===== src/rtl/sfl_pio_pkg.sv =====
package sfl_pio_pkg;
  localparam logic [7:0] OFF_MCFG  = 8'h00;
  localparam logic [7:0] OFF_IEN   = 8'h0C;
  localparam logic [7:0] OFF_IST   = 8'h10;
  localparam logic [7:0] OFF_XCTL  = 8'h14;
  localparam logic [7:0] OFF_XCFG  = 8'h18;
  localparam logic [7:0] OFF_XST   = 8'h1C;
  localparam logic [7:0] OFF_DB    = 8'h20;
  localparam logic [7:0] OFF_DW    = 8'h24;
  localparam logic [7:0] OFF_RST   = 8'h2C;
  localparam logic [7:0] OFF_RRST  = 8'h30;
  localparam logic [7:0] OFF_RDAT  = 8'h50;

  localparam int BIT_UNR  = 0;
  localparam int BIT_RNE  = 1;
  localparam int BIT_RRDY = 2;
  localparam int BIT_BERR = 3;
  localparam int BIT_TEMP = 9;
  localparam int BIT_TFUL = 10;
  localparam int BIT_OVR  = 11;
  localparam int BIT_DONE = 16;

  localparam logic [31:0] IRQ_MASK = 32'h0001_0E0F;
  localparam logic [31:0] XCFG_MASK = 32'h0000_010F;
endpackage


===== src/rtl/sfl_byte_fifo.sv =====
module sfl_byte_fifo #(
  parameter int unsigned DEPTH = 16
) (
  input  logic                           clk_i,
  input  logic                           rst_ni,
  input  logic                           flush_i,
  input  logic [2:0]                     push_n_i,
  input  logic [31:0]                    push_data_i,
  input  logic [2:0]                     pop_n_i,
  output logic [31:0]                    head_o,
  output logic [$clog2(DEPTH+1)-1:0]     cnt_o
);
  localparam int unsigned AW = $clog2(DEPTH);
  localparam int unsigned CW = $clog2(DEPTH+1);

  logic [7:0]    mem_q [DEPTH];
  logic [AW-1:0] wptr_q, rptr_q;
  logic [CW-1:0] cnt_q;
  logic [AW-1:0] wr_idx [4];
  logic [AW-1:0] rd_idx [4];

  for (genvar k = 0; k < 4; k++) begin : g_lane
    assign wr_idx[k] = wptr_q + AW'(k);
    assign rd_idx[k] = rptr_q + AW'(k);
    assign head_o[8*k +: 8] = (CW'(k) < cnt_q) ? mem_q[rd_idx[k]] : 8'h00;
  end

  always_ff @(posedge clk_i) begin
    for (int k = 0; k < 4; k++)
      if (k < int'(push_n_i)) mem_q[wr_idx[k]] <= push_data_i[8*k +: 8];
  end

  always_ff @(posedge clk_i or negedge rst_ni) begin
    if (!rst_ni) begin
      wptr_q <= '0;
      rptr_q <= '0;
      cnt_q  <= '0;
    end else if (flush_i) begin
      wptr_q <= '0;
      rptr_q <= '0;
      cnt_q  <= '0;
    end else begin
      wptr_q <= wptr_q + AW'(push_n_i);
      rptr_q <= rptr_q + AW'(pop_n_i);
      cnt_q  <= cnt_q + CW'(push_n_i) - CW'(pop_n_i);
    end
  end

  assign cnt_o = cnt_q;

  AST_NO_OVERFLOW: assert property (@(posedge clk_i) disable iff (!rst_ni)
    int'(cnt_q) <= int'(DEPTH));
  AST_POP_WITHIN: assert property (@(posedge clk_i) disable iff (!rst_ni)
    int'(pop_n_i) <= int'(cnt_q));
  AST_PUSH_FITS: assert property (@(posedge clk_i) disable iff (!rst_ni)
    int'(push_n_i) + int'(cnt_q) <= int'(DEPTH) + int'(pop_n_i));
endmodule


===== src/rtl/sfl_irq.sv =====
module sfl_irq
  import sfl_pio_pkg::*;
(
  input  logic        clk_i,
  input  logic        rst_ni,
  input  logic [31:0] set_i,
  input  logic        clr_we_i,
  input  logic        en_we_i,
  input  logic [31:0] wdata_i,
  output logic [31:0] st_o,
  output logic [31:0] en_o,
  output logic        irq_o
);
  logic [31:0] st_q, en_q, clr;

  assign clr = clr_we_i ? wdata_i : 32'h0;

  always_ff @(posedge clk_i or negedge rst_ni) begin
    if (!rst_ni) begin
      st_q <= '0;
      en_q <= '0;
    end else begin
      st_q <= ((st_q & ~clr) | set_i) & IRQ_MASK;
      if (en_we_i) en_q <= wdata_i & IRQ_MASK;
    end
  end

  assign st_o  = st_q;
  assign en_o  = en_q;
  assign irq_o = |(st_q & en_q);

  AST_DONE_SETS: assert property (@(posedge clk_i) disable iff (!rst_ni)
    set_i[BIT_DONE] |=> st_q[BIT_DONE]);
  AST_W1C_CLEARS: assert property (@(posedge clk_i) disable iff (!rst_ni)
    (clr_we_i && wdata_i[BIT_DONE] && !set_i[BIT_DONE]) |=> !st_q[BIT_DONE]);
  AST_SET_WINS: assert property (@(posedge clk_i) disable iff (!rst_ni)
    (clr_we_i && set_i[BIT_BERR]) |=> st_q[BIT_BERR]);
endmodule


===== src/rtl/sfl_pio_front.sv =====
module sfl_pio_front
  import sfl_pio_pkg::*;
#(
  parameter int unsigned ADDR_W   = 8,
  parameter int unsigned TX_DEPTH = 16,
  parameter int unsigned RX_DEPTH = 64
) (
  input  logic              clk_i,
  input  logic              rst_ni,
  input  logic [ADDR_W-1:0] reg_addr_i,
  input  logic              reg_we_i,
  input  logic              reg_re_i,
  input  logic [31:0]       reg_wdata_i,
  output logic [31:0]       reg_rdata_o,
  output logic              irq_o,
  output logic [31:0]       mst_cfg_o,
  output logic              eng_start_o,
  output logic [15:0]       eng_count_o,
  output logic              eng_dir_o,
  output logic [2:0]        eng_mode_o,
  output logic              eng_frag_o,
  input  logic              eng_done_i,
  input  logic              bus_err_i,
  output logic [7:0]        tx_data_o,
  output logic              tx_valid_o,
  input  logic              tx_pop_i,
  input  logic [7:0]        rx_data_i,
  input  logic              rx_push_i
);
  localparam int unsigned TX_CW = $clog2(TX_DEPTH+1);
  localparam int unsigned RX_CW = $clog2(RX_DEPTH+1);

  logic we_cfg, we_ien, we_ist, we_ctl, we_xcfg, we_db, we_dw, we_rrst, re_rx;
  assign we_cfg  = reg_we_i && reg_addr_i == ADDR_W'(OFF_MCFG);
  assign we_ien  = reg_we_i && reg_addr_i == ADDR_W'(OFF_IEN);
  assign we_ist  = reg_we_i && reg_addr_i == ADDR_W'(OFF_IST);
  assign we_ctl  = reg_we_i && reg_addr_i == ADDR_W'(OFF_XCTL);
  assign we_xcfg = reg_we_i && reg_addr_i == ADDR_W'(OFF_XCFG);
  assign we_db   = reg_we_i && reg_addr_i == ADDR_W'(OFF_DB);
  assign we_dw   = reg_we_i && reg_addr_i == ADDR_W'(OFF_DW);
  assign we_rrst = reg_we_i && reg_addr_i == ADDR_W'(OFF_RRST) && reg_wdata_i[0];
  assign re_rx   = reg_re_i && reg_addr_i == ADDR_W'(OFF_RDAT);

  // configuration and launch
  logic [31:0] cfg_q;
  logic [8:0]  xcfg_q;
  logic [15:0] count_q;
  logic        start_q, busy_q;

  always_ff @(posedge clk_i or negedge rst_ni) begin
    if (!rst_ni) begin
      cfg_q   <= '0;
      xcfg_q  <= '0;
      count_q <= '0;
      start_q <= 1'b0;
      busy_q  <= 1'b0;
    end else begin
      if (we_cfg)  cfg_q  <= reg_wdata_i;
      if (we_xcfg) xcfg_q <= reg_wdata_i[8:0] & XCFG_MASK[8:0];
      if (we_ctl)  count_q <= reg_wdata_i[15:0];
      start_q <= we_ctl;
      if (we_ctl)          busy_q <= 1'b1;
      else if (eng_done_i) busy_q <= 1'b0;
    end
  end

  assign mst_cfg_o   = cfg_q;
  assign eng_start_o = start_q;
  assign eng_count_o = count_q;
  assign eng_dir_o   = xcfg_q[0];
  assign eng_mode_o  = xcfg_q[3:1];
  assign eng_frag_o  = xcfg_q[8];

  // transmit path
  logic [TX_CW-1:0] tx_cnt, tx_free;
  logic [31:0]      tx_head, tx_wdata;
  logic [2:0]       tx_push_n, tx_pop_n;
  logic             tx_ovr;

  assign tx_free = TX_CW'(TX_DEPTH) - tx_cnt;
  always_comb begin
    tx_push_n = 3'd0;
    tx_ovr    = 1'b0;
    tx_wdata  = reg_wdata_i;
    if (we_db) begin
      tx_wdata = {24'h0, reg_wdata_i[7:0]};
      if (tx_free != '0) tx_push_n = 3'd1;
      else               tx_ovr    = 1'b1;
    end else if (we_dw) begin
      if (int'(tx_free) >= 4) tx_push_n = 3'd4;
      else                    tx_ovr    = 1'b1;
    end
  end
  assign tx_pop_n = (tx_pop_i && tx_cnt != '0) ? 3'd1 : 3'd0;

  sfl_byte_fifo #(.DEPTH(TX_DEPTH)) u_txf (
    .clk_i, .rst_ni, .flush_i(1'b0),
    .push_n_i(tx_push_n), .push_data_i(tx_wdata), .pop_n_i(tx_pop_n),
    .head_o(tx_head), .cnt_o(tx_cnt)
  );

  logic unused_tx_head;
  assign unused_tx_head = ^tx_head[31:8];
  assign tx_data_o  = tx_head[7:0];
  assign tx_valid_o = tx_cnt != '0;

  // receive path
  logic [RX_CW-1:0] rx_cnt;
  logic [31:0]      rx_head;
  logic [2:0]       rx_push_n, rx_pop_n;
  logic             rx_unr, rx_rdy;

  assign rx_push_n = (rx_push_i && int'(rx_cnt) < int'(RX_DEPTH)) ? 3'd1 : 3'd0;
  assign rx_pop_n  = !re_rx ? 3'd0 : (int'(rx_cnt) >= 4) ? 3'd4 : rx_cnt[2:0];
  assign rx_unr    = re_rx && rx_cnt == '0;
  assign rx_rdy    = int'(rx_cnt) >= 4 || (rx_cnt != '0 && !busy_q);

  sfl_byte_fifo #(.DEPTH(RX_DEPTH)) u_rxf (
    .clk_i, .rst_ni, .flush_i(we_rrst),
    .push_n_i(rx_push_n), .push_data_i({24'h0, rx_data_i}), .pop_n_i(rx_pop_n),
    .head_o(rx_head), .cnt_o(rx_cnt)
  );

  logic [31:0] rx_stat;
  assign rx_stat = {20'h0, rx_cnt == '0, 7'(rx_cnt), int'(rx_cnt) >= 64,
                    int'(rx_cnt) >= 32, int'(rx_cnt) >= 16, rx_rdy};

  // interrupt unit
  logic [31:0] st_set, st_w, en_w;
  always_comb begin
    st_set = '0;
    st_set[BIT_UNR]  = rx_unr;
    st_set[BIT_RNE]  = rx_cnt != '0;
    st_set[BIT_RRDY] = rx_rdy;
    st_set[BIT_BERR] = bus_err_i;
    st_set[BIT_TEMP] = tx_cnt == '0;
    st_set[BIT_TFUL] = int'(tx_cnt) == int'(TX_DEPTH);
    st_set[BIT_OVR]  = tx_ovr;
    st_set[BIT_DONE] = eng_done_i;
  end

  sfl_irq u_irq (
    .clk_i, .rst_ni, .set_i(st_set), .clr_we_i(we_ist), .en_we_i(we_ien),
    .wdata_i(reg_wdata_i), .st_o(st_w), .en_o(en_w), .irq_o
  );

  // read mux
  always_comb begin
    case (reg_addr_i)
      ADDR_W'(OFF_MCFG): reg_rdata_o = cfg_q;
      ADDR_W'(OFF_IEN):  reg_rdata_o = en_w;
      ADDR_W'(OFF_IST):  reg_rdata_o = st_w;
      ADDR_W'(OFF_XCTL): reg_rdata_o = {16'h0, count_q};
      ADDR_W'(OFF_XCFG): reg_rdata_o = {23'h0, xcfg_q};
      ADDR_W'(OFF_XST):  reg_rdata_o = {16'(tx_free), 16'h0};
      ADDR_W'(OFF_RST):  reg_rdata_o = rx_stat;
      ADDR_W'(OFF_RDAT): reg_rdata_o = rx_head;
      default:           reg_rdata_o = 32'h0;
    endcase
  end

  AST_START_PULSE: assert property (@(posedge clk_i) disable iff (!rst_ni)
    we_ctl |=> (eng_start_o && eng_count_o == $past(reg_wdata_i[15:0])));
  AST_START_ONE: assert property (@(posedge clk_i) disable iff (!rst_ni)
    (eng_start_o && !$past(we_ctl)) |-> 1'b0 == eng_start_o);
  AST_OVR_FLAG: assert property (@(posedge clk_i) disable iff (!rst_ni)
    (we_db && tx_free == '0) |=> st_w[BIT_OVR]);
  AST_UNDERRUN: assert property (@(posedge clk_i) disable iff (!rst_ni)
    (re_rx && rx_cnt == '0) |=> st_w[BIT_UNR]);
  AST_RX_FLUSH: assert property (@(posedge clk_i) disable iff (!rst_ni)
    we_rrst |=> rx_cnt == '0);
endmodule


===== config.mk =====
export PLATFORM = sky130hd
export DESIGN_NAME = sfl_pio_front
export DESIGN_NICKNAME = d
export VERILOG_FILES = /design/src/rtl/sfl_pio_pkg.sv /design/src/rtl/sfl_byte_fifo.sv /design/src/rtl/sfl_irq.sv /design/src/rtl/sfl_pio_front.sv
export SDC_FILE = /design/constraint.sdc
export NUM_CORES = 2
export LEC_CHECK = 0
export ABC_AREA = 1
export ABC_CLOCK_PERIOD_IN_PS = 4650
export BUFFER_PORTS_ARGS = -buffer_cell sky130_fd_sc_hd__buf_2
export CELL_PAD_IN_SITES_DETAIL_PLACEMENT = 1
export CELL_PAD_IN_SITES_GLOBAL_PLACEMENT = 1
export CORE_MARGIN = 1
export CORE_UTILIZATION = 45
export CTS_CLUSTER_DIAMETER = 30
export CTS_CLUSTER_SIZE = 10
export DETAILED_ROUTE_END_ITERATION = 8
export PLACE_DENSITY_LB_ADDON = 0.1
export SKIP_CTS_REPAIR_TIMING = 1
export SLEW_MARGIN = 20
export SYNTH_ARGS = -nofsm -noshare
export SYNTH_HDL_FRONTEND = slang
export SYNTH_SLANG_ARGS = --single-unit

===== constraint.sdc =====
create_clock -name clk_i -period 4.65 [get_ports clk_i]
set_input_delay 0.93 -clock clk_i [delete_from_list [all_inputs] [get_ports clk_i]]
set_output_delay 0.93 -clock clk_i [all_outputs]
set_load 0.02 [all_outputs]

-- After elaboration in Yosys (flattened, before gate mapping)
Memories as Yosys holds them, arrays and structs flattened.
Cells that the tools add are included.
- word-level logic and storage cells: 144
- register bits: 103
- memories: 2
- input port bits: 56
- bits in writable memories: 640
- reductions and logical operators: 27
- multiplexer cells: 50
- add/subtract/negate cells: 18
- equal/unequal tests: 11
- bitwise logic cells: 4
- order comparisons: 19
- memory list (name ; words ; bits a word ; rd ports ; clocked after Yosys merged registers in ; wr ports ; RTL line ; source):
    u_rxf.mem_q ; 64 ; 8 ; 4 ; 0 ; 1 ; sfl_byte_fifo.sv:16 ; logic [7:0] mem_q [DEPTH];
    u_txf.mem_q ; 16 ; 8 ; 1 ; 0 ; 4 ; sfl_byte_fifo.sv:16 ;
- operators by type and width (cell ; count):
    one-hot mux 32 bit (8 select lines) ; 1
    two-way mux 8 bit ; 8
    bitwise AND 17 bit ; 2
    == test 8 x 5 -> 1 bit (second input constant) ; 4
    == test 8 x 6 -> 1 bit (second input constant) ; 4
    two-way mux 32 bit ; 1
    OR reduction 32 bit ; 1
    two-way mux 6 bit ; 5
    two-way mux 1 bit ; 28
    adder 6 x 2 -> 6 bit (second input constant) ; 4
    OR reduction 8 bit ; 3
    two-way mux 17 bit ; 1
    inverter 17 bit ; 1
    OR 17 bit ; 1
    two-way mux 3 bit ; 5
    logical AND 1 bit ; 14
    < comparator 1 x 7 -> 1 bit (first input constant) ; 2
    < comparator 2 x 7 -> 1 bit (first input constant) ; 2
    adder 6 x 1 -> 6 bit (second input constant) ; 2
    nonzero test 5 bit ; 2
    adder 4 x 2 -> 4 bit (second input constant) ; 2
    == test 8 x 4 -> 1 bit (second input constant) ; 1
    == test 8 x 7 -> 1 bit (second input constant) ; 1
    logical NOT 8 bit ; 1
    other kinds (29) ; 33

-- Logic depth before layout (Yosys ltp)
- word-level depth: 10
- depth in mapped cells: 18
- mapped depth without buffers: 18

-- Cells and area by module
A second synthesis with hierarchy kept.
- cells, all modules: 12507
- area total of the unflattened synthesis: 73984.7 sq um
- modules (own cells, without submodules) (module ; cells an instance ; area an instance (sq um) ; instances ; sequential area each (sq um)):
    sfl_byte_fifo (u_rxf) ; 9364 ; 54586.1 ; 1 ; 15850.2
    sfl_byte_fifo (u_txf) ; 2357 ; 14258.7 ; 1 ; 4169.0
    sfl_pio_front ; 664 ; 4112.7 ; 1 ; 1376.3
    sfl_irq ; 122 ; 1027.2 ; 1 ; 400.4

-- Worst setup path after synthesis
Ideal clock, no wire load.
- path kind: reg2out
- start: register u_rxf.rptr_q[1]
- end: output reg_rdata_o[30]
- stages on the path, launching flop included: 19
- path slack: 0.732 ns
- buffers on the path: 6
- arrival: 2.988 ns
- cell sequence: dfrtp_1 clkbuf_1 clkinv_1 clkbuf_1 buf_1 ha_1 buf_2 inv_2 clkbuf_1 clkbuf_1 nand3_1 o21ai_0 nand2_1 nand3_1 nand3_1 nand3_1 nand2_1 nand2_1 nand2_1
- word-level cells in the longest chain between the ends: 4
- RTL lines (what ; RTL line ; source):
    start, declared ; sfl_byte_fifo.sv:17 ; logic [AW-1:0] wptr_q, rptr_q;
    start signal, assigned ; sfl_byte_fifo.sv:44 ; rptr_q <= rptr_q + AW'(pop_n_i);
    adder 6 x 2 -> 6 bit ; sfl_byte_fifo.sv:24 ; assign rd_idx[k] = rptr_q + AW'(k);
    memory (64 x 8 bit) ; - ;
    two-way mux 8 bit ; sfl_byte_fifo.sv:25 ; assign head_o[8*k +: 8] = (CW'(k) < cnt_q) ? mem_q[rd_idx[k]] : 8'h00;
    one-hot mux 32 bit (8 select lines) ; sfl_pio_front.sv:149 ; case (reg_addr_i)
    end, declared ; sfl_pio_front.sv:14 ; output logic [31:0] reg_rdata_o,
Every way passes these cells.

-- Worst setup path after layout
- start: register u_rxf.rptr_q[1]
- end: output reg_rdata_o[20]
The elaborated chain is that of the path after synthesis.

==> results.py <==
metrics = {
    "critical_path": {
        "worstSetupStartpointType": "register",
        "ff2ff_path_depth": 14,
        "path_cells": "inv_8 -> ha_4 -> buf_16 -> nand3_1 -> nand3_1 -> nand3_1 -> nand3_2 -> nand3_1 -> nand2_1 -> buf_2",
        "ff2ff_setup_slack_ns": 1.05,
        "crit_buf_inv": 3,
        "slowest_stage": "dfrtp_4",
        "cp_slowest_stage_delay_ns": 0.55,
        "worstPathArrival_ns": 3.82,
        "regToRegEndpoint": "u_txf.mem_q[13][0]$_DFFE_PP_",
        "end_kind": "output pin",
        "worstReg2RegStart": "u_txf.cnt_o[1]$_DFF_PN0_",
        "crit_required_ns": 3.72,
        "path_class": "reg -> out",
        "cp_max_fo": 64,
        "crit_path_frequent_cell": "nand3_1",
        "crit_family": "simple AND/OR/NAND/NOR gates",
    },
    "finish": {
        "postLayoutCoreUtil_pct": 55.1,
        "fin_nets": 6815,
        "final_cells": 8275,
        "final_area_mm2": 0.0583,
        "drive_above_1_share_pct": 12.5,
        "area_delta_synth_final_pct": 21.0,
    },
    "logic_synthesis": {
        "synth_area_mm2": 0.0482,
        "synth-edff-count": 640,
        "avgSynthCellArea_um2": 7.32,
        "ys_seq_area_share_pct": 45.2,
        "synth-main-ff-cell": "edfxtp_1",
        "async_flop_share_pct": 13.9,
        "ys_warn_count": 0,
        "ys_types": 53,
        "syn-instance-count": 6584,
        "synth-seq-cells": 743,
        "synth_fp_nets": 6681,
    },
    "timing": {
        "worst_slack_ns": -0.104,
        "skew_ns": 0.0245,
        "tightest_slew_ns": 1.24,
        "maxSlewHeadroom_pct": 16.8,
        "hold_viol": 0,
        "min_period_ns": 4.75,
        "setup_viol": 10,
        "drv_slew": 0,
        "finalCritPeriodShare_pct": 102,
        "fmax_mhz": 210,
    },
    "drt": {
        "drcViolationCount": 0,
        "totalWireLength_um": 241000,
        "drtIter0Drc": 6671,
        "firstDrtPassIters": 6,
        "vias": 53703,
        "ant_nets": 0,
        "viasPerCell": 6.49,
        "post_drt_wl_per_cell_um": 29.1,
    },
    "placement": {
        "placedInstanceArea_mm2": 0.0508,
        "placed_cells": 7879,
        "gp_congestion": 1.01,
        "dp_hpwl_um": 155000,
        "io_buffers": 151,
    },
    "floorplanning": {
        "dieArea_mm2": 0.108,
        "fp.dieW_um": 329,
        "initial_core_util_pct": 45.6,
        "pin_count": 152,
        "row_count": 119,
        "die_h_um": 329,
        "core_area_mm2": 0.106,
    },
    "grt": {
        "grt.total_usage_pct": 42.6,
        "gr-total-overflow": 0,
        "grt_max_degree": 174,
        "grt_pass1_wl_um": 342000,
        "grt_pass1_vias": 53243,
        "antenna_found_initial": 7,
    },
    "cts": {
        "worstSkewPairLatency_ns": 0.80,
        "root_buffer": "clkbuf_16",
        "cts-buffers-inserted": 196,
        "path_clk_slew_ns": 0.05,
        "clockBufferDepth": 3,
        "cts-htree-levels": 4,
        "cts_sinks": 743,
        "cts_tree": "yes",
    },
    "outcome": {
        "outcome": "finished with violations",
        "failed_checks": "negative setup slack",
    },
    "flow_run": {
        "maxCapViolCount": 0,
    },
    "hold_path": {
        "holdCritPathClass": "in -> async",
    },
    "pwr": {
        "leakagePower_nw": 24.8,
        "cellPowerDensity_mw_per_mm2": 460,
        "ir_drop_uv": 376,
    },
}
## registers in the layout (all words and copies together), names as in the netlist, 4 cells and up
register	flops
u_rxf.mem_q	512
u_txf.mem_q	128
mst_cfg_o	32
eng_count_o	16
u_irq.en_o	8
u_irq.st_o	8
u_rxf.cnt_o	7
u_rxf.rptr_q	6
u_rxf.wptr_q	6
u_txf.cnt_o	5
xcfg_q	5
u_txf.rptr_q	4
u_txf.wptr_q	4
## layer usage
layer / vias to the layer above / share of wire [%] / global-route usage (%)
met3: 946 / 10 / 9.16
met5: - / 0.022 / 0
met2: 3488 / 46 / 68.4
met4: 8 / 7.9 / 31.6
li1: 22923 / - / -
met1: 26338 / 36 / 50.3
## cell usage after synthesis (5+ instances only)
master    number  area share (%)
nand2_1     2068              16
nand3_1     1893              20
edfxtp_1     640              40
nor2_1       513             4.0
clkbuf_1     249             1.9
inv_1        225             1.8
a21oi_1      192             2.0
o21ai_0      160             1.7
dfrtp_1      103             5.4
buf_2         89            0.92
buf_1         74            0.58
o211ai_1      50            0.78
ha_1          38            0.99
inv_2         31            0.24
nand4_1       30            0.39
nor2_2        23            0.30
xor2_1        19            0.35
nor3_1        18            0.19
o21ai_1       15            0.16
o221ai_1      13            0.24
o22ai_1       12            0.16
a211oi_1      11            0.17
nand2_2       10            0.13
nor2_4        10            0.23
a21boi_0       9            0.14
buf_4          9            0.14
a22o_1         7            0.13
mux2_2         7            0.16
or2_2          7           0.091
clkinv_1       5           0.039
## report_power, final
| group | internal, mW | switching [mW] |
|---|---|---|
| Clock | 9.18 | 4.38 |
| Sequential | 7.50 | 0.225 |
| Combinational | 1.43 | 4.11 |
| Total | 18.1 | 8.71 |
## cells in the final DEF (no fill, tap or decap), types with 9 or more instances in the layout
cell type	Yosys	routed
a21boi_0	9	9
o22ai_1	12	12
nand3_1	1893	1847
buf_12	0	20
o211ai_1	50	50
o21ai_0	160	159
clkbuf_16	0	205
inv_1	225	219
nand4_1	30	30
a21oi_1	192	192
inv_2	31	28
clkinvlp_4	0	15
nor2_4	10	12
dfrtp_1	103	99
o21ai_1	15	16
buf_16	0	10
clkinv_2	1	46
nor2_1	513	494
buf_4	9	153
buf_2	89	151
a211oi_1	11	11
ha_1	38	36
bufinv_16	0	25
edfxtp_1	640	640
nor2_2	23	40
nand2_1	2068	2060
nand3_2	3	45
clkbuf_1	249	32
xor2_1	19	14
nor3_1	18	17
clkinv_1	5	31
nand2_2	10	17
o221ai_1	13	13
buf_6	1	13
## how the worst max path moves through the flow
stage / startpoint / to / slack [ns] / cells after the start
floorplan: u_rxf.rptr_q[1]$_DFF_PN0_ / reg_rdata_o[30] / 0.73 / 18
global placement: reg_addr_i[1] / reg_rdata_o[2] / 0.43 / 11
detailed placement: reg_addr_i[1] / reg_rdata_o[2] / 0.41 / 11
CTS: u_rxf.rptr_q[0]$_DFF_PN0_ / reg_rdata_o[30] / -0.37 / 15
global route: u_rxf.rptr_q[0]$_DFF_PN0_ / reg_rdata_o[28] / -0.06 / 14
finish: u_rxf.rptr_q[1]$_DFF_PN0_ / reg_rdata_o[20] / -0.10 / 10
## stage by stage
stage | setup TNS, ns | setup WS [ns] | hold slack, ns | total power, mW
2_1_floorplan | 0 | 0.732 | 0.453 | 10.7
5_1_grt | -0.459 | -0.0605 | 0.307 | 27.4
3_3_place_gp | 0 | 0.429 | 0.469 | 12.8
4_1_cts | -7.35 | -0.371 | 0.255 | 26.5
6_report | -0.409 | -0.104 | 0.254 | 26.8
3_5_place_dp | 0 | 0.408 | 0.477 | 13.0
## cell families after synthesis
| logic type | after synthesis | synth area share (%) |
|---|---|---|
| buffers and inverters | 684 | 5.65 |
| DFF | 743 | 45.2 |
| AOI/OAI and AO/OA | 481 | 5.62 |
| and+or+nand+nor | 4602 | 41.7 |
| muxes | 7 | 0.164 |
| other | 2 | 0.0156 |
| adders and majority gates | 41 | 1.11 |
| xor gates and xnor gates | 24 | 0.452 |
## final cells by class
cell class | instances | area, µm²
tap | 1391 | 1740
antenna | 4 | 10.0
sequential | 743 | 21800
timing repair inverter | 3 | 33.8
clock inverter | 125 | 1430
fill | 13026 | 47400
inverter | 262 | 1070
clock buffer | 235 | 5140
multi-input combinational | 5157 | 24100
timing repair buffer | 355 | 2920
No activity file was read; power rests on OpenSTA's default activity.
